$ cat src/rtl/flash_wprot_ctrl.sv
module flash_wprot_ctrl #(
  parameter int ADDR_W = 17,
  parameter int SR_CYC = 8
) (
  input  logic              clk,
  input  logic              rst_n,
  input  logic              wp_n,
  input  logic              cs_n,
  input  logic              cmd_wren,
  input  logic              cmd_wrdi,
  input  logic              sr_wr_req,
  input  logic [7:0]        sr_wr_data,
  input  logic              pe_req,
  input  logic              pe_chip,
  input  logic [ADDR_W-1:0] pe_start,
  input  logic [ADDR_W-1:0] pe_end,
  output logic              pe_grant,
  output logic              pe_deny,
  output logic              sr_grant,
  output logic              sr_deny,
  output logic [7:0]        sr_rdata
);
  localparam int CNT_W = $clog2(SR_CYC + 1);
  localparam logic [ADDR_W-1:0] ALL_ONES = '1;

  logic             wel, wpen, busy, pend, wpen_new;
  logic [2:0]       bp, bp_new;
  logic [CNT_W-1:0] cnt;
  logic [ADDR_W-1:0] prot_base;
  logic             overlap, pe_ok;
  logic             unused_sr_bits;

  assign unused_sr_bits = ^{sr_wr_data[6:5], sr_wr_data[1:0]};

  wire hw_lock = wpen && !wp_n;

  always_comb begin
    prot_base = ALL_ONES << (ADDR_W - 6 + int'(bp));
    if (bp == 3'd0)      overlap = 1'b0;
    else if (bp >= 3'd6) overlap = 1'b1;
    else                 overlap = (pe_end >= prot_base);
  end

  assign pe_ok = wel && !busy && !pend &&
                 (pe_chip ? (bp == 3'd0) : (!overlap && pe_start <= pe_end));

  assign sr_rdata = {wpen, 2'b00, bp, wel, busy};

  always_ff @(posedge clk) begin
    if (!rst_n) begin
      wel <= 1'b0; wpen <= 1'b0; bp <= '0; busy <= 1'b0; pend <= 1'b0;
      wpen_new <= 1'b0; bp_new <= '0; cnt <= '0;
      pe_grant <= 1'b0; pe_deny <= 1'b0; sr_grant <= 1'b0; sr_deny <= 1'b0;
    end else begin
      pe_grant <= 1'b0; pe_deny <= 1'b0; sr_grant <= 1'b0; sr_deny <= 1'b0;

      if (cmd_wrdi)      wel <= 1'b0;
      else if (cmd_wren) wel <= 1'b1;

      if (pe_req) begin
        pe_grant <= pe_ok;
        pe_deny  <= !pe_ok;
        wel      <= 1'b0;
      end

      if (pend) begin
        if (hw_lock) begin
          pend <= 1'b0; sr_deny <= 1'b1; wel <= 1'b0;
        end else if (cs_n) begin
          pend <= 1'b0; busy <= 1'b1; sr_grant <= 1'b1;
          cnt  <= CNT_W'(SR_CYC);
        end
      end else if (sr_wr_req) begin
        if (wel && !busy && !hw_lock) begin
          pend     <= 1'b1;
          wpen_new <= sr_wr_data[7];
          bp_new   <= sr_wr_data[4:2];
        end else begin
          sr_deny <= 1'b1; wel <= 1'b0;
        end
      end

      if (busy) begin
        cnt <= cnt - 1'b1;
        if (cnt == CNT_W'(1)) begin
          busy <= 1'b0; wpen <= wpen_new; bp <= bp_new; wel <= 1'b0;
        end
      end
    end
  end


  nowel_pe_chk: assert property (@(posedge clk) disable iff (!rst_n)
    pe_req && !wel |=> pe_deny && !pe_grant);


  chip_erase_chk: assert property (@(posedge clk) disable iff (!rst_n)
    pe_req && pe_chip && bp != 3'd0 |=> pe_deny);


  hw_lock_chk: assert property (@(posedge clk) disable iff (!rst_n)
    sr_wr_req && !pend && wpen && !wp_n |=> sr_deny && !sr_grant);


  wrdi_chk: assert property (@(posedge clk) disable iff (!rst_n)
    cmd_wrdi |=> !wel);


  busy_hold_chk: assert property (@(posedge clk) disable iff (!rst_n)
    busy && cnt != CNT_W'(1) |=> busy && $stable(bp) && $stable(wpen));


  pe_wel_chk: assert property (@(posedge clk) disable iff (!rst_n)
    pe_req |=> !wel);
endmodule

$ cat config.mk
export PLATFORM = sky130hd
export DESIGN_NAME = flash_wprot_ctrl
export DESIGN_NICKNAME = d
export VERILOG_FILES = /design/src/rtl/flash_wprot_ctrl.sv
export SDC_FILE = /design/constraint.sdc
export NUM_CORES = 1
export LEC_CHECK = 0
export BUFFER_PORTS_ARGS = -buffer_cell sky130_fd_sc_hd__buf_2
export CORE_ASPECT_RATIO = 0.75
export CORE_MARGIN = 10
export CORE_UTILIZATION = 48
export CTS_BUF_LIST = sky130_fd_sc_hd__clkbuf_8
export DETAILED_ROUTE_END_ITERATION = 8
export PLACE_DENSITY = 0.79
export SLEW_MARGIN = 30
export SYNTH_ARGS = -nofsm -noshare
export SYNTH_HDL_FRONTEND = slang
export SYNTH_SLANG_ARGS = --single-unit
$ cat constraint.sdc
create_clock -name clk -period 3.1 [get_ports clk]
set_input_delay 0.465 -clock clk [delete_from_list [all_inputs] [get_ports clk]]
set_output_delay 0.465 -clock clk [all_outputs]
set_load 0.01 [all_outputs]
==> results.txt <==
The cell count after synthesis came out at between 150 and 200. Clock latency on the worst-skew pair, taken at its later pin, is between 0.2 and 0.3 ns. Grouping stages by cell kind, the critical path spends the most delay in compound AO/OA/AOI/OAI gates. The setup slack after placement is 0.4752 ns. The buffer and inverter count on the worst path is 2. The number of cells on the worst reg-to-reg path is 11. The number of remaining DRC errors came out at 0. The share of final-layout standard cells stronger than drive strength 1 is 0.2815. The final hold violation count came to 0. The post-synthesis register bit count is 19. The largest total area in the synthesized netlist belongs to sky130_fd_sc_hd__ha_1. For this design, the sink count on the clock tree is 19. The TritonCTS clock tree is built. The area share of the leading cell type in the synthesized netlist is 0.2409. The routed wire length is 3622 um. The number of max-slew violations in the final report is 0. The final worst slack came out at 0.4335 ns. The min-delay analysis places its worst path in the category input port to register. The vertical die dimension is 70.16 um. The ratio of routed vias to standard cells is 4.968. The number of ports placed on the die boundary came out at 63. The core region is 3266 um^2. The number of global-route vias before repair was 1,354.

Global routing finished with a remaining overflow of 0. The count of hold buffers inserted by post-cts repair is 0. In this run the tightest slew margin relative to its limit is 0.6540. The startpoint type of the worst setup path is a register.

The count of max-cap constraint violations came out at 0. The initial antenna violation count came out at 0. The share of the core filled with cells is 0.5954. The endpoint required time on the critical path is 3.25 ns. The DRC marker count from the first detailed-route iteration is 61. Once layout is complete, the cells apart from fillers number approximately 280. The final antenna diode count came out at 0. Of all nets on the critical path, the largest fanout is 5. Data arrives at the worst endpoint at 2.81 ns. The unique cell type count in the Yosys netlist came out at 46.

The signal on the critical path passes through inv_1 > ha_1 > inv_1 > ha_1 > o31a_1 > ha_1 > a211oi_1 > nor2_1 > o21ai_0 > o2111ai_1 > o21ba_1. The number of placement rows is 18. At the pin with the least slew margin, the transition time is roughly 0.52 ns. The share of synthesized registers carrying an async set or reset is 0.

The clock-pin slew on the worst setup and hold paths came out at 0.07 ns. The die outline area is 6096 um^2. The worst-case vdd ir drop came out at around 330 uV. The number of cells in the design after placement is 274. Among all stages on the critical path, the largest delay is contributed by sky130_fd_sc_hd__dfxtp_1. The total half-perimeter wirelength after legalization and detailed placement came out at roughly 3200 um.

The flip-flop count of the largest register after layout is 4. The overall via count from detail_route came out at around 1,400. The detail route stage leaves a number of antenna-violating nets equal to 0.

For the final database, setup skew stands at 0.007255 ns. The average instance in the mapped netlist occupies 8.752 um^2. The area added between synthesis and finish came out at 20.75%. In the final timing run, aggregate negative setup slack is 0 ns. The number of stages on the worst hold path came out at 3. The critical path crosses 11 cells after its start point. The most prevalent standard cell on the critical path is sky130_fd_sc_hd__ha_1. On the worst path, the slowest cell contributes a delay of roughly 0.41 ns.

The total of warnings raised by yosys is 0. For this run, the total global-route usage over all layers was measured as 0.1164. After synthesis, the most frequently instantiated cells are 31 x sky130_fd_sc_hd__ha_1, 24 x sky130_fd_sc_hd__inv_1, 19 x sky130_fd_sc_hd__dfxtp_1, 14 x sky130_fd_sc_hd__nor2b_1. Of the synthesized area, sequential elements account for 0.2362. The power density over the cells came out at 271.6 nW/um^2. The clock buffer count from CTS is 3. The global placer's final weighted congestion is 0.8541. Setup repair after global routing left no endpoint under its margin.

In this run the number of H-tree levels came out at 1. In the final layout, the registers with the most flip-flops are cnt: 4 flops, bp: 3 flops, bp_new: 3 flops. The flow ran to the end, and the final reports show no timing, DRC or antenna violations. The cell area that synthesis handed to floorplanning was 1610 um^2. The reported leakage power is 1.008 nW.

The overall power of the completed layout is 0.5282 mW. The source of the worst register-to-register timing path is bp[0]. The count of buffers from port buffering is 56. In this run, synthesis inferred 0 flip-flops with an integrated enable. The net count of the finished layout is approximately 320. The worst setup path is captured at a register. The detailed-routing iteration count for the pre-antenna-repair pass came out at 4. Derived from the worst setup path, the maximum achievable clock frequency is 0.3750 GHz. The width of the die is 86.88 um. The sequential cells in the finished layout cover a total of 380.4 um^2. After detailed routing, the average wire length per cell comes to around 13 um. The pin count of the biggest net entering global routing came out at 18. cnt holds more flip-flops than any other register. The startpoint identified for the worst hold timing path is sr_wr_data[7]. Setup violations remaining at the end of the flow were counted as 0.

The multi-input combinational cells in the finished layout cover a total of 1097 um^2. The number of setup buffers added after CTS is 0. The clock period could shrink to 2.666 ns. CTS placed an instance of sky130_fd_sc_hd__clkbuf_8 at the clock tree root.

Sorting the synthesized cells by area gives the leading types as sky130_fd_sc_hd__ha_1 24%, sky130_fd_sc_hd__dfxtp_1 24%, sky130_fd_sc_hd__mux2i_1 5.6%. The number of gates resized after CTS was 0. The critical path starts at bp[0]. In the synthesized netlist the dominant register cell turns out to be sky130_fd_sc_hd__dfxtp_1. The first global-routing pass estimated 6058 um of wire. Counting along the longest clock path gives a buffer depth of 2. The category of the most critical setup path is register to register. The initial utilization of the core area, before any placement, comes to 0.4931. The most numerous cell in the Yosys netlist is sky130_fd_sc_hd__ha_1. Dividing the final minimum period by the clock period gives 0.8602.

The number of filler instances in the final layout came out at 312.
==> report_power, final <==
group | switching (mW) | leakage, nW | internal (mW)
clock | 0.0805 | 0.0255 | 0.0893
sequential | 0.00140 | 0.154 | 0.247
combinational | 0.0544 | 0.829 | 0.0557
==> final cells by class <==
type | instances | share of cell area
clock buffer | 3 | 0.02124
clock inverter | 1 | 0.002574
inverter | 24 | 0.04633
multi-input combinational | 135 | 0.5644
sequential | 19 | 0.1956
tap | 40 | 0.02574
timing repair buffer | 56 | 0.1441
==> worst min-delay path: cells and delay by family <==
| family | cells | cell delay (ns) |
|---|---|---|
| AND/OR/NAND/NOR | 1 | 0.09 |
| buffers and inverters | 1 | 0.07 |
| multiplexers | 1 | 0.05 |
==> stage by stage <==
step	hold slack, ns	area, um^2
CTS	0.4573	1944
finish	0.4608	1944
detailed placement	0.5156	1898
global placement	0.5000	1898
global route	0.4743	1944
floorplan	0.4854	1614
==> cells in the final DEF, fill, tap and decap left out, drive strengths merged, types with 2 or more instances in the layout <==
cell,instances
nand4,3
conb,2
mux2i,9
nor4b,2
nand2,9
nand2b,3
buf,56
nor3,4
nor2,6
nor2b,14
o21ai,11
inv,24
a21oi,9
ha,31
o21bai,4
nor4,3
nand3,2
dfxtp,19
o21a,2
and2,3
clkbuf,3
==> path summary, 6_finish.rpt <==
check / end / slack (ns)
setup reg to reg: pe_deny / 0.43
hold / removal: wpen_new / 0.46
hold reg to reg: wpen_new / 0.53
setup / recovery: pe_deny / 0.43
==> kinds of logic (layout without fill, tap and decap cells) <==
| group | count (synthesis) | in the layout | synth area share |
|---|---|---|---|
| and+or+nand+nor | 55 | 55 | 0.2183 |
| AOI/OAI and AO/OA | 38 | 38 | 0.1616 |
| adders and majority gates | 31 | 31 | 0.2409 |
| buffers and inverters | 31 | 84 | 0.08469 |
| DFF | 19 | 19 | 0.2362 |
| muxes | 9 | 9 | 0.05595 |
| other | 1 | 2 | 0.002329 |
==> routing by layer <==
layer | GRT usage | share of wire
met1 | 0.1517 | 0.47
met2 | 0.1730 | 0.43
met3 | 0.05330 | 0.098
met4 | 0.01616 | 0.0022
met5 | 0 | 0
(Power assumes the default switching activity.)
